### config.mk
export PLATFORM = sky130hd
export DESIGN_NAME = tmr_host_if
export DESIGN_NICKNAME = d
export VERILOG_FILES = /design/src/rtl/tmr_pkg.sv /design/src/rtl/tmr_cw_dec.sv /design/src/rtl/tmr_chan.sv /design/src/rtl/tmr_host_if.sv
export SDC_FILE = /design/constraint.sdc
export NUM_CORES = 1
export LEC_CHECK = 0
export ABC_AREA = 1
export BUFFER_PORTS_ARGS = -buffer_cell sky130_fd_sc_hd__buf_2
export CORE_ASPECT_RATIO = 0.8
export CORE_MARGIN = 5
export CORE_UTILIZATION = 62
export DETAILED_ROUTE_END_ITERATION = 8
export HOLD_SLACK_MARGIN = 0.02
export PLACE_DENSITY = 0.86
export SLEW_MARGIN = 20
export SYNTH_ARGS = -nofsm -noshare
export SYNTH_HDL_FRONTEND = slang
export SYNTH_SLANG_ARGS = --single-unit
export TNS_END_PERCENT = 50
### constraint.sdc
create_clock -name clk_i -period 5.2 [get_ports clk_i]
set_input_delay 1.04 -clock clk_i [delete_from_list [all_inputs] [get_ports clk_i]]
set_output_delay 1.04 -clock clk_i [all_outputs]
set_load 0.1 [all_outputs]
### src/rtl/tmr_pkg.sv
package tmr_pkg;

  typedef enum logic [1:0] {
    ACC_LATCH = 2'd0,
    ACC_LO    = 2'd1,
    ACC_HI    = 2'd2,
    ACC_WORD  = 2'd3
  } acc_e;

  typedef struct packed {
    logic cw_set;
    logic lat_cnt;
    logic lat_stat;
  } ch_evt_t;

  // codes 6 and 7 alias 2 and 3
  function automatic logic [2:0] fold_mode(logic [2:0] m);
    return (m[2] & m[1]) ? {1'b0, m[1:0]} : m;
  endfunction

endpackage

### src/rtl/tmr_cw_dec.sv
module tmr_cw_dec
  import tmr_pkg::*;
#(
  parameter int NUM_CH = 3,
  parameter int DATA_W = 8,
  parameter int ADDR_W = 2
) (
  input  logic                  clk_i,
  input  logic                  rst_ni,
  input  logic                  wr_i,
  input  logic [ADDR_W-1:0]     addr_i,
  input  logic [DATA_W-1:0]     wdata_i,
  output ch_evt_t [NUM_CH-1:0]  evt_o,
  output acc_e                  cw_acc_o,
  output logic [2:0]            cw_mode_o,
  output logic                  cw_bcd_o
);
  localparam logic [ADDR_W-1:0] CW_ADDR = '1;
  localparam logic [1:0]        RB_SEL  = 2'd3;

  logic       cw_wr;
  logic [1:0] sel;
  logic [NUM_CH-1:0] cw_vec;

  assign cw_wr     = wr_i && (addr_i == CW_ADDR);
  assign sel       = wdata_i[7:6];
  assign cw_acc_o  = acc_e'(wdata_i[5:4]);
  assign cw_mode_o = fold_mode(wdata_i[3:1]);
  assign cw_bcd_o  = wdata_i[0];

  for (genvar c = 0; c < NUM_CH; c++) begin : g_ch
    logic hit, rb_hit;
    assign hit    = cw_wr && (sel == 2'(c));
    assign rb_hit = cw_wr && (sel == RB_SEL) && wdata_i[c+1];
    assign evt_o[c].cw_set   = hit && (cw_acc_o != ACC_LATCH);
    assign evt_o[c].lat_cnt  = (hit && (cw_acc_o == ACC_LATCH)) || (rb_hit && !wdata_i[5]);
    assign evt_o[c].lat_stat = rb_hit && !wdata_i[4];
    assign cw_vec[c] = evt_o[c].cw_set;
  end


  one_cw_chk: assert property (@(posedge clk_i) disable iff (!rst_ni) $onehot0(cw_vec));

endmodule

### src/rtl/tmr_chan.sv
module tmr_chan
  import tmr_pkg::*;
#(
  parameter int DATA_W = 8,
  localparam int CNT_W = 2 * DATA_W
) (
  input  logic              clk_i,
  input  logic              rst_ni,
  input  ch_evt_t           evt_i,
  input  acc_e              cw_acc_i,
  input  logic [2:0]        cw_mode_i,
  input  logic              cw_bcd_i,
  input  logic              wr_here_i,
  input  logic              rd_here_i,
  input  logic [DATA_W-1:0] wdata_i,
  input  logic [CNT_W-1:0]  live_cnt_i,
  input  logic              out_i,
  input  logic              loaded_i,
  output logic [DATA_W-1:0] rd_byte_o,
  output logic              ld_o,
  output logic [CNT_W-1:0]  cnt_o,
  output logic [2:0]        mode_o,
  output logic              bcd_o,
  output logic              null_o
);
  acc_e              acc_q;
  logic [2:0]        mode_q;
  logic              bcd_q, wr_hi_q, rd_hi_q, ld_q, null_q, stat_vld_q;
  logic [DATA_W-1:0] hold_q, stat_q;
  logic [CNT_W-1:0]  cnt_q, lat_q;
  acc_e              lat_mode_q;   // ACC_LATCH means no latched count
  logic              load_now;
  logic [CNT_W-1:0]  load_val;

  always_comb begin
    load_now = 1'b0;
    load_val = cnt_q;
    if (wr_here_i) begin
      unique case (acc_q)
        ACC_LO:   begin load_now = 1'b1; load_val = {{DATA_W{1'b0}}, wdata_i}; end
        ACC_HI:   begin load_now = 1'b1; load_val = {wdata_i, {DATA_W{1'b0}}}; end
        ACC_WORD: begin load_now = wr_hi_q; load_val = {wdata_i, hold_q}; end
        default:  ;
      endcase
    end
  end

  always_ff @(posedge clk_i or negedge rst_ni) begin
    if (!rst_ni) begin
      acc_q      <= ACC_WORD;
      mode_q     <= '0;
      bcd_q      <= 1'b0;
      wr_hi_q    <= 1'b0;
      rd_hi_q    <= 1'b0;
      hold_q     <= '0;
      cnt_q      <= '0;
      ld_q       <= 1'b0;
      null_q     <= 1'b0;
      lat_mode_q <= ACC_LATCH;
      lat_q      <= '0;
      stat_vld_q <= 1'b0;
      stat_q     <= '0;
    end else begin
      ld_q <= load_now;
      if (load_now) cnt_q <= load_val;
      if (load_now) null_q <= 1'b1;
      else if (loaded_i) null_q <= 1'b0;

      if (wr_here_i && acc_q == ACC_WORD) begin
        if (!wr_hi_q) hold_q <= wdata_i;
        wr_hi_q <= ~wr_hi_q;
      end

      if (evt_i.cw_set) begin
        acc_q   <= cw_acc_i;
        mode_q  <= cw_mode_i;
        bcd_q   <= cw_bcd_i;
        wr_hi_q <= 1'b0;
        rd_hi_q <= 1'b0;
      end

      if (evt_i.lat_cnt && lat_mode_q == ACC_LATCH) begin
        lat_q      <= live_cnt_i;
        lat_mode_q <= acc_q;
      end
      if (evt_i.lat_stat && !stat_vld_q) begin
        stat_q     <= {out_i, null_q, acc_q, mode_q, bcd_q};
        stat_vld_q <= 1'b1;
      end

      if (rd_here_i) begin
        if (stat_vld_q) begin
          stat_vld_q <= 1'b0;
        end else if (lat_mode_q != ACC_LATCH) begin
          lat_mode_q <= (lat_mode_q == ACC_WORD) ? ACC_HI : ACC_LATCH;
        end else if (acc_q == ACC_WORD) begin
          rd_hi_q <= ~rd_hi_q;
        end
      end
    end
  end

  always_comb begin
    if (stat_vld_q)
      rd_byte_o = stat_q;
    else if (lat_mode_q != ACC_LATCH)
      rd_byte_o = (lat_mode_q == ACC_HI) ? lat_q[CNT_W-1:DATA_W] : lat_q[DATA_W-1:0];
    else if (acc_q == ACC_HI || (acc_q == ACC_WORD && rd_hi_q))
      rd_byte_o = live_cnt_i[CNT_W-1:DATA_W];
    else
      rd_byte_o = live_cnt_i[DATA_W-1:0];
  end

  assign ld_o   = ld_q;
  assign cnt_o  = cnt_q;
  assign mode_o = mode_q;
  assign bcd_o  = bcd_q;
  assign null_o = null_q;


  byte_load_chk: assert property (@(posedge clk_i) disable iff (!rst_ni)
    (wr_here_i && acc_q != ACC_WORD) |=> ld_q);

  tog_rst_chk: assert property (@(posedge clk_i) disable iff (!rst_ni)
    evt_i.cw_set |=> (!wr_hi_q && !rd_hi_q));

  null_on_load_chk: assert property (@(posedge clk_i) disable iff (!rst_ni)
    ld_q |-> null_q);

  lat_keep_chk: assert property (@(posedge clk_i) disable iff (!rst_ni)
    (lat_mode_q != ACC_LATCH && !rd_here_i) |=> $stable(lat_q));

  stat_keep_chk: assert property (@(posedge clk_i) disable iff (!rst_ni)
    (stat_vld_q && !rd_here_i) |=> (stat_vld_q && $stable(stat_q)));

  stat_first_chk: assert property (@(posedge clk_i) disable iff (!rst_ni)
    (rd_here_i && stat_vld_q) |=> $stable(lat_mode_q));

endmodule

### src/rtl/tmr_host_if.sv
module tmr_host_if
  import tmr_pkg::*;
#(
  parameter int NUM_CH = 3,
  parameter int DATA_W = 8,
  parameter int ADDR_W = 2,
  localparam int CNT_W = 2 * DATA_W
) (
  input  logic                    clk_i,
  input  logic                    rst_ni,
  input  logic [ADDR_W-1:0]       addr_i,
  input  logic                    wr_i,
  input  logic                    rd_i,
  input  logic [DATA_W-1:0]       wdata_i,
  output logic [DATA_W-1:0]       rdata_o,
  output logic [NUM_CH-1:0]       ld_o,
  output logic [NUM_CH*CNT_W-1:0] cnt_val_o,
  output logic [NUM_CH*3-1:0]     mode_o,
  output logic [NUM_CH-1:0]       bcd_o,
  output logic [NUM_CH-1:0]       null_o,
  input  logic [NUM_CH*CNT_W-1:0] live_cnt_i,
  input  logic [NUM_CH-1:0]       out_i,
  input  logic [NUM_CH-1:0]       loaded_i
);
  ch_evt_t [NUM_CH-1:0]           evt;
  acc_e                           cw_acc;
  logic [2:0]                     cw_mode;
  logic                           cw_bcd;
  logic [NUM_CH-1:0][DATA_W-1:0]  rd_byte;
  logic [DATA_W-1:0]              rd_sel, rdata_q;

  tmr_cw_dec #(.NUM_CH(NUM_CH), .DATA_W(DATA_W), .ADDR_W(ADDR_W)) u_dec (
    .clk_i     (clk_i),
    .rst_ni    (rst_ni),
    .wr_i      (wr_i),
    .addr_i    (addr_i),
    .wdata_i   (wdata_i),
    .evt_o     (evt),
    .cw_acc_o  (cw_acc),
    .cw_mode_o (cw_mode),
    .cw_bcd_o  (cw_bcd)
  );

  for (genvar c = 0; c < NUM_CH; c++) begin : g_ch
    logic sel_here;
    assign sel_here = (addr_i == ADDR_W'(c));
    tmr_chan #(.DATA_W(DATA_W)) u_chan (
      .clk_i      (clk_i),
      .rst_ni     (rst_ni),
      .evt_i      (evt[c]),
      .cw_acc_i   (cw_acc),
      .cw_mode_i  (cw_mode),
      .cw_bcd_i   (cw_bcd),
      .wr_here_i  (wr_i && sel_here),
      .rd_here_i  (rd_i && sel_here),
      .wdata_i    (wdata_i),
      .live_cnt_i (live_cnt_i[c*CNT_W +: CNT_W]),
      .out_i      (out_i[c]),
      .loaded_i   (loaded_i[c]),
      .rd_byte_o  (rd_byte[c]),
      .ld_o       (ld_o[c]),
      .cnt_o      (cnt_val_o[c*CNT_W +: CNT_W]),
      .mode_o     (mode_o[c*3 +: 3]),
      .bcd_o      (bcd_o[c]),
      .null_o     (null_o[c])
    );
  end

  always_comb begin
    rd_sel = '0;
    for (int c = 0; c < NUM_CH; c++)
      if (addr_i == ADDR_W'(c)) rd_sel = rd_byte[c];
  end

  always_ff @(posedge clk_i or negedge rst_ni) begin
    if (!rst_ni)   rdata_q <= '0;
    else if (rd_i) rdata_q <= rd_sel;
  end

  assign rdata_o = rdata_q;


  ld_single_chk: assert property (@(posedge clk_i) disable iff (!rst_ni) $onehot0(ld_o));

  rdata_hold_chk: assert property (@(posedge clk_i) disable iff (!rst_ni)
    !rd_i |=> $stable(rdata_o));

endmodule

# ---- Word-level counts from Yosys, hierarchy flattened
# Index checks and enable logic that the tools add are counted.
dict set report classes {
  mux 76
  bitwise_logic 7
  n_reduce_logical 77
  eq_ne 21
}
# cell n
set op_table {}
lappend op_table {{$pmux 16 s3} 3}
lappend op_table {{$mux 8} 15}
lappend op_table {{$mux 1} 39}
lappend op_table {{$logic_and 1x1->1} 38}
lappend op_table {{$eq 2x2->1 const B} 16}
lappend op_table {{$mux 2} 15}
lappend op_table {{$reduce_bool 2->1} 10}
lappend op_table {{$logic_not 2->1} 6}
lappend op_table {{$eq 2x1->1 const B} 5}
lappend op_table {{$reduce_and 3->1} 3}
lappend op_table {{$reduce_bool 3->1} 3}
lappend op_table {{$logic_or 1x1->1} 6}
lappend op_table {{$not 1->1} 6}
lappend op_table {{$pmux 1 s2} 3}
lappend op_table {{$reduce_and 2->1} 3}
lappend op_table {{$reduce_or 2->1} 3}
lappend op_table {{$logic_not 1->1} 5}
lappend op_table {{$mux 3} 1}
lappend op_table {{$and 1x1->1} 1}
dict set report word_totals {
  reg_bits 191
}

# ---- Depth between registers and ports, before layout
# Gate-level depths: netlist of the first run.
dict set report logic_depth {
  depth_word 11
  ltp_mapped 12
  mapped_depth_nobuf 12
}

# ---- Cells and area by module
# From an unflattened synthesis of the first run, not the netlist that was laid out.
dict set report hier_totals {
  hier_cells 1169
  hier_area_um2 9741.8
}
# mod area_each_um2 seq_area_each_um2 n_inst cells_per_inst
set by_module_without_submodules {}
lappend by_module_without_submodules {tmr_chan 2982.9 1529.0 3 345}
lappend by_module_without_submodules {tmr_host_if 585.6 200.2 1 93}
lappend by_module_without_submodules {tmr_cw_dec 207.7 0.0 1 41}

# ---- Worst setup path after synthesis of the first run
# No wires, ideal clock.
dict set report synth_timing {
  path_kind {in2reg}
  from {input wdata_i[6]}
  to {register g_ch[1].u_chan.lat_q[14]}
  setup_slack_ps 2891
  path_stages 9
  arrival_time_ps 2192
  required_time_ps 5083
  cell_sequence {buf_2 > inv_2 > nor3_2 > inv_1 > o21ai_4 > nand2_4 > buf_6 > nand2_1 > o21ai_2}
}
dict set report synth_between {
  elab_chain_cells 6
}
# element line_no
set synth_lines {}
lappend synth_lines {{start, declared} tmr_host_if.sv:14} ;# input logic [DATA_W-1:0] wdata_i,
lappend synth_lines {{$eq 2x2->1} tmr_cw_dec.sv:34} ;# assign rb_hit = cw_wr && (sel == RB_SEL) && wdata_i[c+1];
lappend synth_lines {{$logic_and 1x1->1 (2 in a row)} tmr_cw_dec.sv:34}
lappend synth_lines {{$logic_and 1x1->1} tmr_cw_dec.sv:36} ;# assign evt_o[c].lat_cnt = (hit && (cw_acc_o == ACC_LATCH)) || (rb_hit && !wdata_i[5]);
lappend synth_lines {{$logic_or 1x1->1 (*)} tmr_cw_dec.sv:36}
lappend synth_lines {{$logic_and 1x1->1 (*)} tmr_chan.sv:82} ;# if (evt_i.lat_cnt && lat_mode_q == ACC_LATCH) begin
lappend synth_lines {{end signal, assigned} tmr_chan.sv:83} ;# lat_q <= live_cnt_i;
lappend synth_lines {{end, declared} tmr_chan.sv:30} ;# logic [CNT_W-1:0] cnt_q, lat_q;
# Mark *: on every way between the ends. The rest lies on a longest branch, timed or not.
# A chain may end at the register's enable or synchronous reset.

# ---- Worst setup path in the final report of the first run
dict set report layout_timing {
  from {register g_ch[2].u_chan.acc_q[1]}
  to {register g_ch[2].u_chan.cnt_q[4]}
}
dict set report layout_between {
  elab_chain_cells 5
}
# element line_no
set layout_lines {}
lappend layout_lines {{start, declared} tmr_chan.sv:26} ;# acc_e acc_q;
lappend layout_lines {{start signal, assigned} tmr_chan.sv:75} ;# acc_q <= cw_acc_i;
lappend layout_lines {{$eq 2x1->1 / $eq 2x2->1 (equally long branches)} tmr_chan.sv:39} ;# unique case (acc_q)
lappend layout_lines {{$reduce_or 2->1 (no line)} -}
lappend layout_lines {{$pmux 1 s2} tmr_chan.sv:39}
lappend layout_lines {{$mux 1} tmr_chan.sv:38} ;# if (wr_here_i) begin
lappend layout_lines {{$reduce_and 3->1 (no line)} -}
lappend layout_lines {{end signal, assigned} tmr_chan.sv:65} ;# if (load_now) cnt_q <= load_val;
lappend layout_lines {{end, declared} tmr_chan.sv:30}
# Parallel ways exist; a longest one is shown, timed or not.

==> run_results.csv, run 1 <==
group,metric,value,unit
run_status,status,"completed",
sta,fin_setup_tns,0,ns
sta,tightestPinTransition,0.965,ns
global_route,gr-usage-all-layers,29.0,%
critical_path,path_cells,"ha_1 -> inv_2 -> o21bai_1 -> nand3_2 -> clkinv_1 -> nor2_1 -> a31oi_1",
global_route,use_met2,45.5,%
placement,io_buffers,141,
sta,skew,0.00880,ns
critical_path,arrival,2.90,ns
logic_synthesis,synthFlopType,"dfrtp_1",
sta,min_period,2.57,ns
logic_synthesis,ys_seq_area_share,51.8,%
critical_path,crit_end,"g_ch[2].u_chan.cnt_o[4]",
logic_synthesis,synthTopCellsByArea,"dfrtp_1 50%, nand2_1 14%, o21ai_0 6.4%, nand3_1 5.8%, nor2_1 4.2%",
global_route,grt.busiest_layer,"met2",
cts,root_buffer,"clkbuf_16",
sta,finalCritPeriodShare,49.4,%
logic_synthesis,synth_mux_area_share,0,%
floorplanning,rows,40,
floorplanning,ios,142,
finish,layout-drive-gt1-share,17.7,%
floorplanning,initial_core_util,62.4,%
logic_synthesis,syn_inst,1151,
drt,drt_iter0_drc,1060,
drt,wire_per_inst,17.2,um
floorplanning,core,14800,sq um
global_route,grt_max_degree,122,
global_route,grt_pass1_wl,40700,um
critical_path,cp.required,5.53,ns
drt,drt-vias-per-instance,5.75,
cts,clkLatencyLatePin,0.44,ns
cts,postCtsHoldBufs,0,
global_route,antenna_found_initial,0,
finish,final_common_cell,"nand2_1",
drt,vias,8395,
cts,postCtsSetupRepairBufs,0,
drt,dr.pass1.iters,6,
critical_path,timing.rr.end,"g_ch[2].u_chan.cnt_o[4]",
global_route,overflow,0,
finish,area_growth,13.9,%
finish,diodes,0,
sta,setup_viol,0,
cts,cts_sinks,191,
finish,nets,1336,
placement,gp_congestion,0.871,
logic_synthesis,synth-seq-cells,191,
logic_synthesis,synth_edf_count,0,
cts,clockBufferDepth,2,
global_route,grt_pass1_vias,8063,
pwr,p_leak,5.50,nW
global_route,grt_util_met3,6.85,%
sta,finalHoldViolations,0,
logic_synthesis,yosysWarnings,0,
sta,drv_slew,0,
logic_synthesis,synth_nets,1228,
drt,postRouteAntennaNets,0,
logic_synthesis,synth_top_family_by_area,"simple AND/OR/NAND/NOR gates",
critical_path,worstRegToRegCells,7,
cts,cts_tree,"yes",
logic_synthesis,synthArstFlopShare,100,%
pwr,powerDensity,627,nW/um^2
critical_path,critPathCaptureType,"register",
critical_path,criticalPathCategory,"reg -> reg",
logic_synthesis,syn_area,9250,sq um
floorplanning,die_x,147,um
sta,max_slew_margin,35.7,%
floorplanning,fp.dieH,119,um
logic_synthesis,synthXorXnorAreaFrac,0,%
placement,dp_hpwl,16700,um
cts,numCtsBuffers,17,
logic_synthesis,synth.distinct_cells,31,
drt,drt-total-wl,25100,um
sta,rsz0062_at_grt,"no",
floorplanning,die_area,17500,sq um
cts,h-tree-depth,4,
global_route,gr-usage-met1,39.9,%
critical_path,cp_max_fo,18,
logic_synthesis,synth_top_area_share,50.1,%
critical_path,timing.rr.start,"g_ch[2].u_chan.acc_q[1]",
hold_path,hp-class,"reg -> reg",
critical_path,crit_path_max_incr_delay,0.54,ns
cts,cts.clk_slew.worst_paths,0.07,ns
logic_synthesis,synthAdderAreaFrac,1.22,%
finish,fin_area,10500,sq um
placement,place_area,9910,sq um
logic_synthesis,yosys.area.top_type,"dfrtp_1",
flow_run,drv_cap,0,
cts,cts_resized,0,
critical_path,critPathSlowestCell,"dfstp_2",
critical_path,critPathLaunchType,"register",
logic_synthesis,avgSynthCellArea,8.04,sq um
logic_synthesis,synth_compound_area_share,11.9,%
finish,layout_common_cells,"348 x nand2_1, 185 x dfrtp_1, 140 x buf_2, 118 x o21ai_0, 108 x nand3_1",
finish,fillers,1136,
critical_path,ff2ff_setup_slack,2.63,ns
sta,fmax,390,MHz
finish,final_core_util,71.1,%
drt,drc_errors,0,
critical_path,critPathLaunch,"g_ch[2].u_chan.acc_q[1]",
pwr,vdd_drop_max,0.598,mV
logic_synthesis,yosys.area_share.simple,27.4,%
==> critical path, delay by kind of cell, from the launching register on <==
| kind | cells | cell delay [ns] |
|---|---|---|
| compound gates | 2 | 0.48 |
| fa+ha+maj | 1 | 0.46 |
| buf+inv | 2 | 0.58 |
| flops | 1 | 0.54 |
| simple gates | 2 | 0.39 |
==> worst min path at each step <==
stage,startpoint,end,slack [ns],depth (start not counted)
6_report,g_ch[0].u_chan.lat_q[9],g_ch[0].u_chan.lat_q[9],0.47,2
5_1_grt,g_ch[0].u_chan.lat_q[11],g_ch[0].u_chan.lat_q[11],0.48,2
4_1_cts,g_ch[0].u_chan.lat_q[9],g_ch[0].u_chan.lat_q[9],0.47,2
3_5_place_dp,g_ch[0].u_chan.lat_q[9],g_ch[0].u_chan.lat_q[9],0.45,2
3_3_place_gp,g_ch[0].u_chan.lat_q[13],g_ch[0].u_chan.lat_q[13],0.45,2
2_1_floorplan,g_ch[0].u_chan.lat_q[10],g_ch[0].u_chan.lat_q[10],0.44,2
==> sequential cells by signal, indices dropped and copies added (netlist names), 6 cells and up <==
name and count:
g_ch.u_chan.cnt_o 48, g_ch.u_chan.lat_q 48, g_ch.u_chan.lat_mode_q 6, g_ch.u_chan.hold_q 24, g_ch.u_chan.acc_q 6, g_ch.u_chan.stat_q 24, g_ch.u_chan.mode_o 9, rdata_o 8
==> power by group <==
group,switching (W),internal [W]
Clock,0.000585,0.000802
Combinational,0.00247,0.000520
Sequential,0.000289,0.00194
Total,0.00335,0.00326
==> routing by layer <==
layer	vias to the layer above	part of all wire, %
met3	70	9.5
met1	3975	41
met5	-	0
met2	454	47
met4	0	2.7
li1	3896	-
==> synthesized netlist by cell type (4+ instances only) <==
| master | n |
|---|---|
| buf_4 | 10 |
| clkinv_1 | 7 |
| nor2_1 | 103 |
| o22ai_1 | 6 |
| inv_1 | 98 |
| a21oi_1 | 28 |
| a31oi_1 | 16 |
| o21ai_2 | 20 |
| dfstp_2 | 6 |
| dfrtp_1 | 185 |
| buf_6 | 7 |
| nand3_1 | 108 |
| nand3b_1 | 16 |
| inv_2 | 5 |
| clkbuf_1 | 26 |
| ha_1 | 9 |
| o21ai_0 | 118 |
| buf_2 | 8 |
| nand2_2 | 4 |
| nor3_2 | 6 |
| nand2_1 | 348 |
==> layout make-up <==
class	instances	area [sq um]	area share, %
flip-flops and latches	191	4790	45.4
multi-input cells	796	3750	35.6
repair buffers	143	729	6.92
clock buffers	21	470	4.47
inverters	110	413	3.92
well taps	189	236	2.24
clock inverters	11	154	1.46
==> kinds of logic after synthesis <==
logic type | after synthesis
AOI/OAI and AO/OA | 192
buffers and inverters | 164
and+or+nand+nor | 595
DFF | 191
adders and majority gates | 9
==> stage by stage <==
stage / total power [W] / hold slack [ns] / instances / setup slack [ns]
2_1_floorplan: 0.00462 / 0.437 / 1151 / 2.89
3_3_place_gp: 0.00514 / 0.450 / 1429 / 2.43
3_5_place_dp: 0.00521 / 0.454 / 1429 / 2.36
4_1_cts: 0.00660 / 0.471 / 1461 / 2.66
5_1_grt: 0.00690 / 0.484 / 1461 / 2.43
6_report: 0.00661 / 0.472 / 1461 / 2.63
No activity file was read; power rests on OpenSTA's default activity.
==> run 2, diff against run 1 <==
--- a/config.mk
+++ b/config.mk
@@ -9,10 +9,10 @@
 export BUFFER_PORTS_ARGS = -buffer_cell sky130_fd_sc_hd__buf_2
 export CORE_ASPECT_RATIO = 0.8
 export CORE_MARGIN = 5
-export CORE_UTILIZATION = 62
+export CORE_UTILIZATION = 52
 export DETAILED_ROUTE_END_ITERATION = 8
 export HOLD_SLACK_MARGIN = 0.02
-export PLACE_DENSITY = 0.86
+export PLACE_DENSITY = 0.77
 export SLEW_MARGIN = 20
 export SYNTH_ARGS = -nofsm -noshare
 export SYNTH_HDL_FRONTEND = slang
==> constraint.sdc (replaced) <==
create_clock -name clk_i -period 2.1 [get_ports clk_i]
set_input_delay 0.42 -clock clk_i [delete_from_list [all_inputs] [get_ports clk_i]]
set_output_delay 0.42 -clock clk_i [all_outputs]
set_load 0.1 [all_outputs]
==> run 2 against run 1 <==
Net effect:
- utilization fell by 8.9 points
- worst setup slack got worse by 2.5 ns
- global-route usage fell by 3.8 points
- critical path type unchanged
- fmax rose by 33%
- count of clock-buffer cells in the layout fell by 2
- total power rose by 140%
- sequential share of layout area fell by 1.3 points
- largest cell class unchanged
- first-iteration DRC count fell by 12%
- largest power group unchanged
- clock power rose by 130%
- flip-flop and latch count did not move
==> run_results.csv, run 2 (synthesis gave the netlist of run 1 again) <==
group,metric,value,unit
critical_path,path_delay_family,"simple AND/OR/NAND/NOR gates",
sta,rsz0062_at_grt,"no",
cts,clkLatencyLatePin,0.45,ns
sta,tightestPinTransition,0.663,ns
hold_path,worstHoldStart,"loaded_i[1]",
hold_path,whs_path_depth,2,
cts,numCtsBuffers,17,
global_route,gr-usage-all-layers,25.2,%
floorplanning,die_x,159,um
sta,fmax,516,MHz
global_route,grt_pass1_vias,7786,
cts,h-tree-depth,4,
sta,min_period,1.94,ns
floorplanning,core,17400,sq um
run_status,status,"completed",
floorplanning,initial_core_util,53.1,%
pwr,powerDensity,1490,nW/um^2
floorplanning,ios,142,
cts,cts.clk_slew.worst_paths,0.08,ns
drt,postRouteAntennaNets,0,
critical_path,path_cells,"inv_1 -> ha_1 -> clkinv_1 -> nand2_2 -> nand2_1 -> nand3_1 -> nand2_1 -> nand2_1 -> nand2_1 -> nor2_1 -> nor2_1",
floorplanning,die_area,20600,sq um
sta,finalCritPeriodShare,92.2,%
cts,cts_tree,"yes",
placement,dp_hpwl,18500,um
drt,vias,8329,
finish,diodes,0,
sta,fin_setup_tns,0,ns
finish,final_common_cell,"nand2_1",
cts,cts_sinks,191,
floorplanning,fp.dieH,129,um
critical_path,arrival,2.28,ns
finish,final_core_util,62.2,%
drt,drt-vias-per-instance,5.44,
cts,clockBufferDepth,2,
hold_path,holdPathEnd,"g_ch[1].u_chan.null_o",
sta,setup_viol,0,
critical_path,worstRegToRegCells,11,
global_route,overflow,0,
sta,drv_slew,0,
finish,layout_common_cells,"347 x nand2_1, 185 x dfrtp_1, 140 x buf_2, 118 x o21ai_0, 108 x nand3_1",
flow_run,drv_cap,0,
drt,drt_iter0_drc,935,
critical_path,crit_path_max_incr_delay,0.37,ns
drt,drt-total-wl,25800,um
critical_path,timing.rr.end,"rdata_o[6]",
global_route,grt_pass1_wl,41200,um
critical_path,critPathSlowestCell,"dfstp_2",
critical_path,criticalPathCategory,"reg -> reg",
global_route,antenna_found_initial,0,
critical_path,cp_max_fo,10,
critical_path,ff2ff_setup_slack,0.16,ns
finish,layout-drive-gt1-share,20.0,%
placement,io_buffers,141,
pwr,vdd_drop_max,1.44,mV
critical_path,critPathCaptureType,"register",
hold_path,hp-class,"in -> reg",
sta,skew,0.00931,ns
drt,wire_per_inst,16.9,um
drt,drc_errors,0,
critical_path,cp_common_cell,"nand2_1",
cts,root_buffer,"clkbuf_16",
critical_path,cp_num_buf_inv,2,
global_route,grt_max_degree,62,
pwr,p_leak,5.65,nW
finish,nets,1371,
critical_path,cp.required,2.44,ns
sta,finalHoldViolations,0,
floorplanning,rows,43,
sta,max_slew_margin,55.8,%
placement,gp_congestion,0.932,
finish,area_growth,17.3,%
critical_path,critPathLaunchType,"register",
critical_path,timing.rr.start,"g_ch[2].u_chan.acc_q[0]",
drt,dr.pass1.iters,6,
[run 2: changes by cell type in the layout (fill, tap and decap cells not counted), sizes merged, moves of 2 or more]
cell | before | now
clkbuf | 22 | 20
buf | 142 | 176
clkinvlp | 1 | 3
bufinv | 3 | 0
inv | 106 | 110
[run 2: how the worst max path moves through the flow]
stage | from | end | slack (ns) | cells after the start
2_1_floorplan | g_ch[1].u_chan.acc_q[0] | g_ch[1].u_chan.cnt_o[7] | 0.33 | 9
3_3_place_gp | g_ch[2].u_chan.acc_q[1] | rdata_o[6] | 0.21 | 10
3_5_place_dp | g_ch[2].u_chan.acc_q[0] | rdata_o[6] | 0.19 | 11
4_1_cts | g_ch[2].u_chan.acc_q[0] | rdata_o[6] | 0.11 | 11
5_1_grt | g_ch[1].u_chan.acc_q[1] | rdata_o[7] | 0.03 | 10
6_report | g_ch[2].u_chan.acc_q[0] | rdata_o[6] | 0.16 | 11
[run 2: through the flow]
stage	hold WS [ns]	total power (W)	instances	cell area, sq um	setup slack (ns)
2_1_floorplan	0.124	0.0114	1151	9250	0.328
5_1_grt	0.151	0.0170	1532	10800	0.0284
6_report	0.149	0.0162	1532	10800	0.163
3_5_place_dp	0.453	0.0130	1499	10300	0.189
4_1_cts	0.141	0.0162	1532	10800	0.113
3_3_place_gp	0.451	0.0129	1499	10300	0.213
[run 2: area by class of cell]
type,count,area (sq um)
fillers,1578,6590
inverters,110,413
flip-flops and latches,191,4790
clock buffers,19,453
well taps,225,282
multi-input cells,796,3750
repair buffers,178,1040
clock inverters,13,119
[run 2: layer usage]
layer | up-vias | wire, um | track usage (%)
met5 | - | 0 | 0
met4 | 0 | 466 | 6.67
met3 | 40 | 2030 | 6.36
met2 | 336 | 11900 | 39.1
met1 | 3970 | 11400 | 35.8
li1 | 3983 | - | -
[run 2: timing repair]
item | in CTS | in global routing
endpoints found under the setup margin | 0 | 5
setup buffers | 0 | 0
hold buffers | 1 | 0
hold endpoints to repair | 50 | 0
gates resized for setup | 0 | 1
[run 2: power breakdown]
group / switching [W] / internal, W
Sequential: 0.000704 / 0.00480
Combinational: 0.00609 / 0.00140
Clock: 0.00155 / 0.00163
==> run 3, diff against run 2 <==
--- a/config.mk
+++ b/config.mk
@@ -7,12 +7,15 @@
 export LEC_CHECK = 0
 export ABC_AREA = 1
 export BUFFER_PORTS_ARGS = -buffer_cell sky130_fd_sc_hd__buf_2
+export CELL_PAD_IN_SITES_DETAIL_PLACEMENT = 0
+export CELL_PAD_IN_SITES_GLOBAL_PLACEMENT = 1
 export CORE_ASPECT_RATIO = 0.8
 export CORE_MARGIN = 5
-export CORE_UTILIZATION = 52
+export CORE_UTILIZATION = 38
 export DETAILED_ROUTE_END_ITERATION = 8
 export HOLD_SLACK_MARGIN = 0.02
-export PLACE_DENSITY = 0.77
+export PLACE_DENSITY_LB_ADDON = 0.1
+export RECOVER_POWER = 100
 export SLEW_MARGIN = 20
 export SYNTH_ARGS = -nofsm -noshare
 export SYNTH_HDL_FRONTEND = slang
==> run 3 against run 2 <==
Net effect:
- routed wire length is 6.8% higher
- utilization is 17 points lower
- clock skew is 0.0023 ns higher
- critical path type unchanged
- critical endpoint is now rdata_o[3]
==> run_results.csv, run 3 (synthesis gave the netlist of run 1 again) <==
group,metric,value,unit
finish,nets,1378,
sta,rsz0062_at_grt,"no",
critical_path,cp_max_fo,8,
sta,layout_setup_ws,0.172,ns
global_route,grt_max_degree,48,
drt,wire_per_inst,16.9,um
pwr,p_leak,5.59,nW
placement,io_buffers,141,
critical_path,path_cells,"inv_1 -> ha_1 -> clkinv_1 -> buf_4 -> nand3b_1 -> nand3_1 -> nand3_1 -> nand2_1 -> nand2_1 -> nor2_1 -> nor2_1",
finish,final_core_util,44.9,%
sta,setup_viol,0,
placement,gp_congestion,0.787,
cts,clkLatencyLatePin,0.44,ns
critical_path,arrival,2.26,ns
finish,diodes,0,
finish,layout_common_cells,"346 x nand2_1, 185 x dfrtp_1, 134 x o21ai_0, 107 x nand3_1, 103 x nor2_1",
global_route,grt_pass1_wl,44100,um
critical_path,criticalPathCategory,"reg -> reg",
drt,drt-total-wl,27600,um
floorplanning,die_x,184,um
floorplanning,core,24200,sq um
drt,drc_errors,0,
finish,layout-drive-gt1-share,18.3,%
cts,h-tree-depth,4,
drt,drt_iter0_drc,521,
sta,finalHoldViolations,0,
cts,cts_tree,"yes",
finish,area_growth,17.4,%
sta,skew,0.0117,ns
critical_path,cp_num_buf_inv,3,
drt,postRouteAntennaNets,0,
global_route,gr-usage-all-layers,20.5,%
hold_path,hp-class,"in -> reg",
floorplanning,ios,142,
sta,tightestPinTransition,1.20,ns
cts,cts.clk_slew.worst_paths,0.07,ns
critical_path,cp.required,2.43,ns
drt,drt-vias-per-instance,4.81,
floorplanning,die_area,27600,sq um
drt,vias,7844,
global_route,grt_pass1_vias,7807,
sta,drv_slew,0,
floorplanning,fp.dieH,150,um
cts,cts_sinks,191,
floorplanning,rows,51,
sta,fmax,519,MHz
cts,root_buffer,"clkbuf_16",
critical_path,crit_path_max_incr_delay,0.53,ns
cts,numCtsBuffers,17,
global_route,antenna_found_initial,0,
critical_path,path_delay_family,"simple AND/OR/NAND/NOR gates",
flow_run,drv_cap,0,
critical_path,critPathCaptureType,"register",
sta,finalCritPeriodShare,91.8,%
cts,clockBufferDepth,2,
placement,pre_cts_slack,0.158,ns
drt,dr.pass1.iters,5,
pwr,vdd_drop_max,1.23,mV
global_route,overflow,0,
placement,dp_hpwl,19700,um
run_status,status,"completed",
finish,fillers,2550,
floorplanning,initial_core_util,38.2,%
sta,max_slew_margin,20.3,%
finish,final_common_cell,"nand2_1",
critical_path,critPathSlowestCell,"dfstp_2",
sta,fin_setup_tns,0,ns
sta,min_period,1.93,ns
pwr,powerDensity,1480,nW/um^2
critical_path,critPathLaunchType,"register",
==> run 3: power by group <==
| group | internal, W | switching [W] |
|---|---|---|
| Clock | 0.00158 | 0.00154 |
| Sequential | 0.00480 | 0.000676 |
| Combinational | 0.00135 | 0.00612 |
==> run 3: metrics by stage <==
stage	power (W)	hold slack (ns)	instances	area, sq um
floorplan	0.0114	0.124	1151	9250
global placement	0.0131	0.396	1599	10400
detailed placement	0.0131	0.396	1599	10400
CTS	0.0163	0.146	1632	11000
global route	0.0170	0.140	1632	10900
finish	0.0161	0.166	1632	10900
==> run 3: what timing repair did <==
action                     4_1_cts  5_1_grt
setup endpoints to repair        0        8
hold buffers                     1        0
setup buffers                    0        0
hold endpoints to repair        33        0
resized for setup                0        5
==> run 3: cell type report <==
class / count / area (sq um) / area share, %
sequential: 191 / 4790 / 44.1
inverter: 110 / 413 / 3.80
clock buffer: 20 / 447 / 4.11
tap: 318 / 398 / 3.67
clock inverter: 12 / 104 / 0.957
timing repair buffer: 185 / 1040 / 9.54
multi-input combinational: 796 / 3670 / 33.8
==> run 3: path summary, 6_finish.rpt <==
path                                     startpoint                       end  slack, ns  depth (start not counted)
min in group asynchronous                    rst_ni   g_ch[2].u_chan.cnt_o[2]       0.76                          2
max in group asynchronous                    rst_ni  g_ch[0].u_chan.lat_q[11]       0.28                          3
min                                     loaded_i[2]     g_ch[2].u_chan.null_o       0.17                          2
min reg2reg                g_ch[0].u_chan.lat_q[10]  g_ch[0].u_chan.lat_q[10]       0.47                          2
max                         g_ch[1].u_chan.acc_q[0]                rdata_o[3]       0.17                         11
max reg2reg                 g_ch[1].u_chan.acc_q[0]                rdata_o[3]       0.17                         11
==> run 3: per-layer routing <==
metal  share of wire, %  GRT usage (%)  vias up
met1                 51           30.9     3714
li1                   -              -     3978
met2                 44           30.5      140
met3                4.4           4.57       12
met4               0.70           3.84        0
met5                  0              0        -
==> run 3: worst register-to-register path, delay by kind of cell, from the launching register on <==
kind | cells | cell delay (ns)
DFF | 1 | 0.53
and+or+nand+nor | 7 | 0.69
buffers and inverters | 3 | 0.38
adders and majority gates | 1 | 0.22
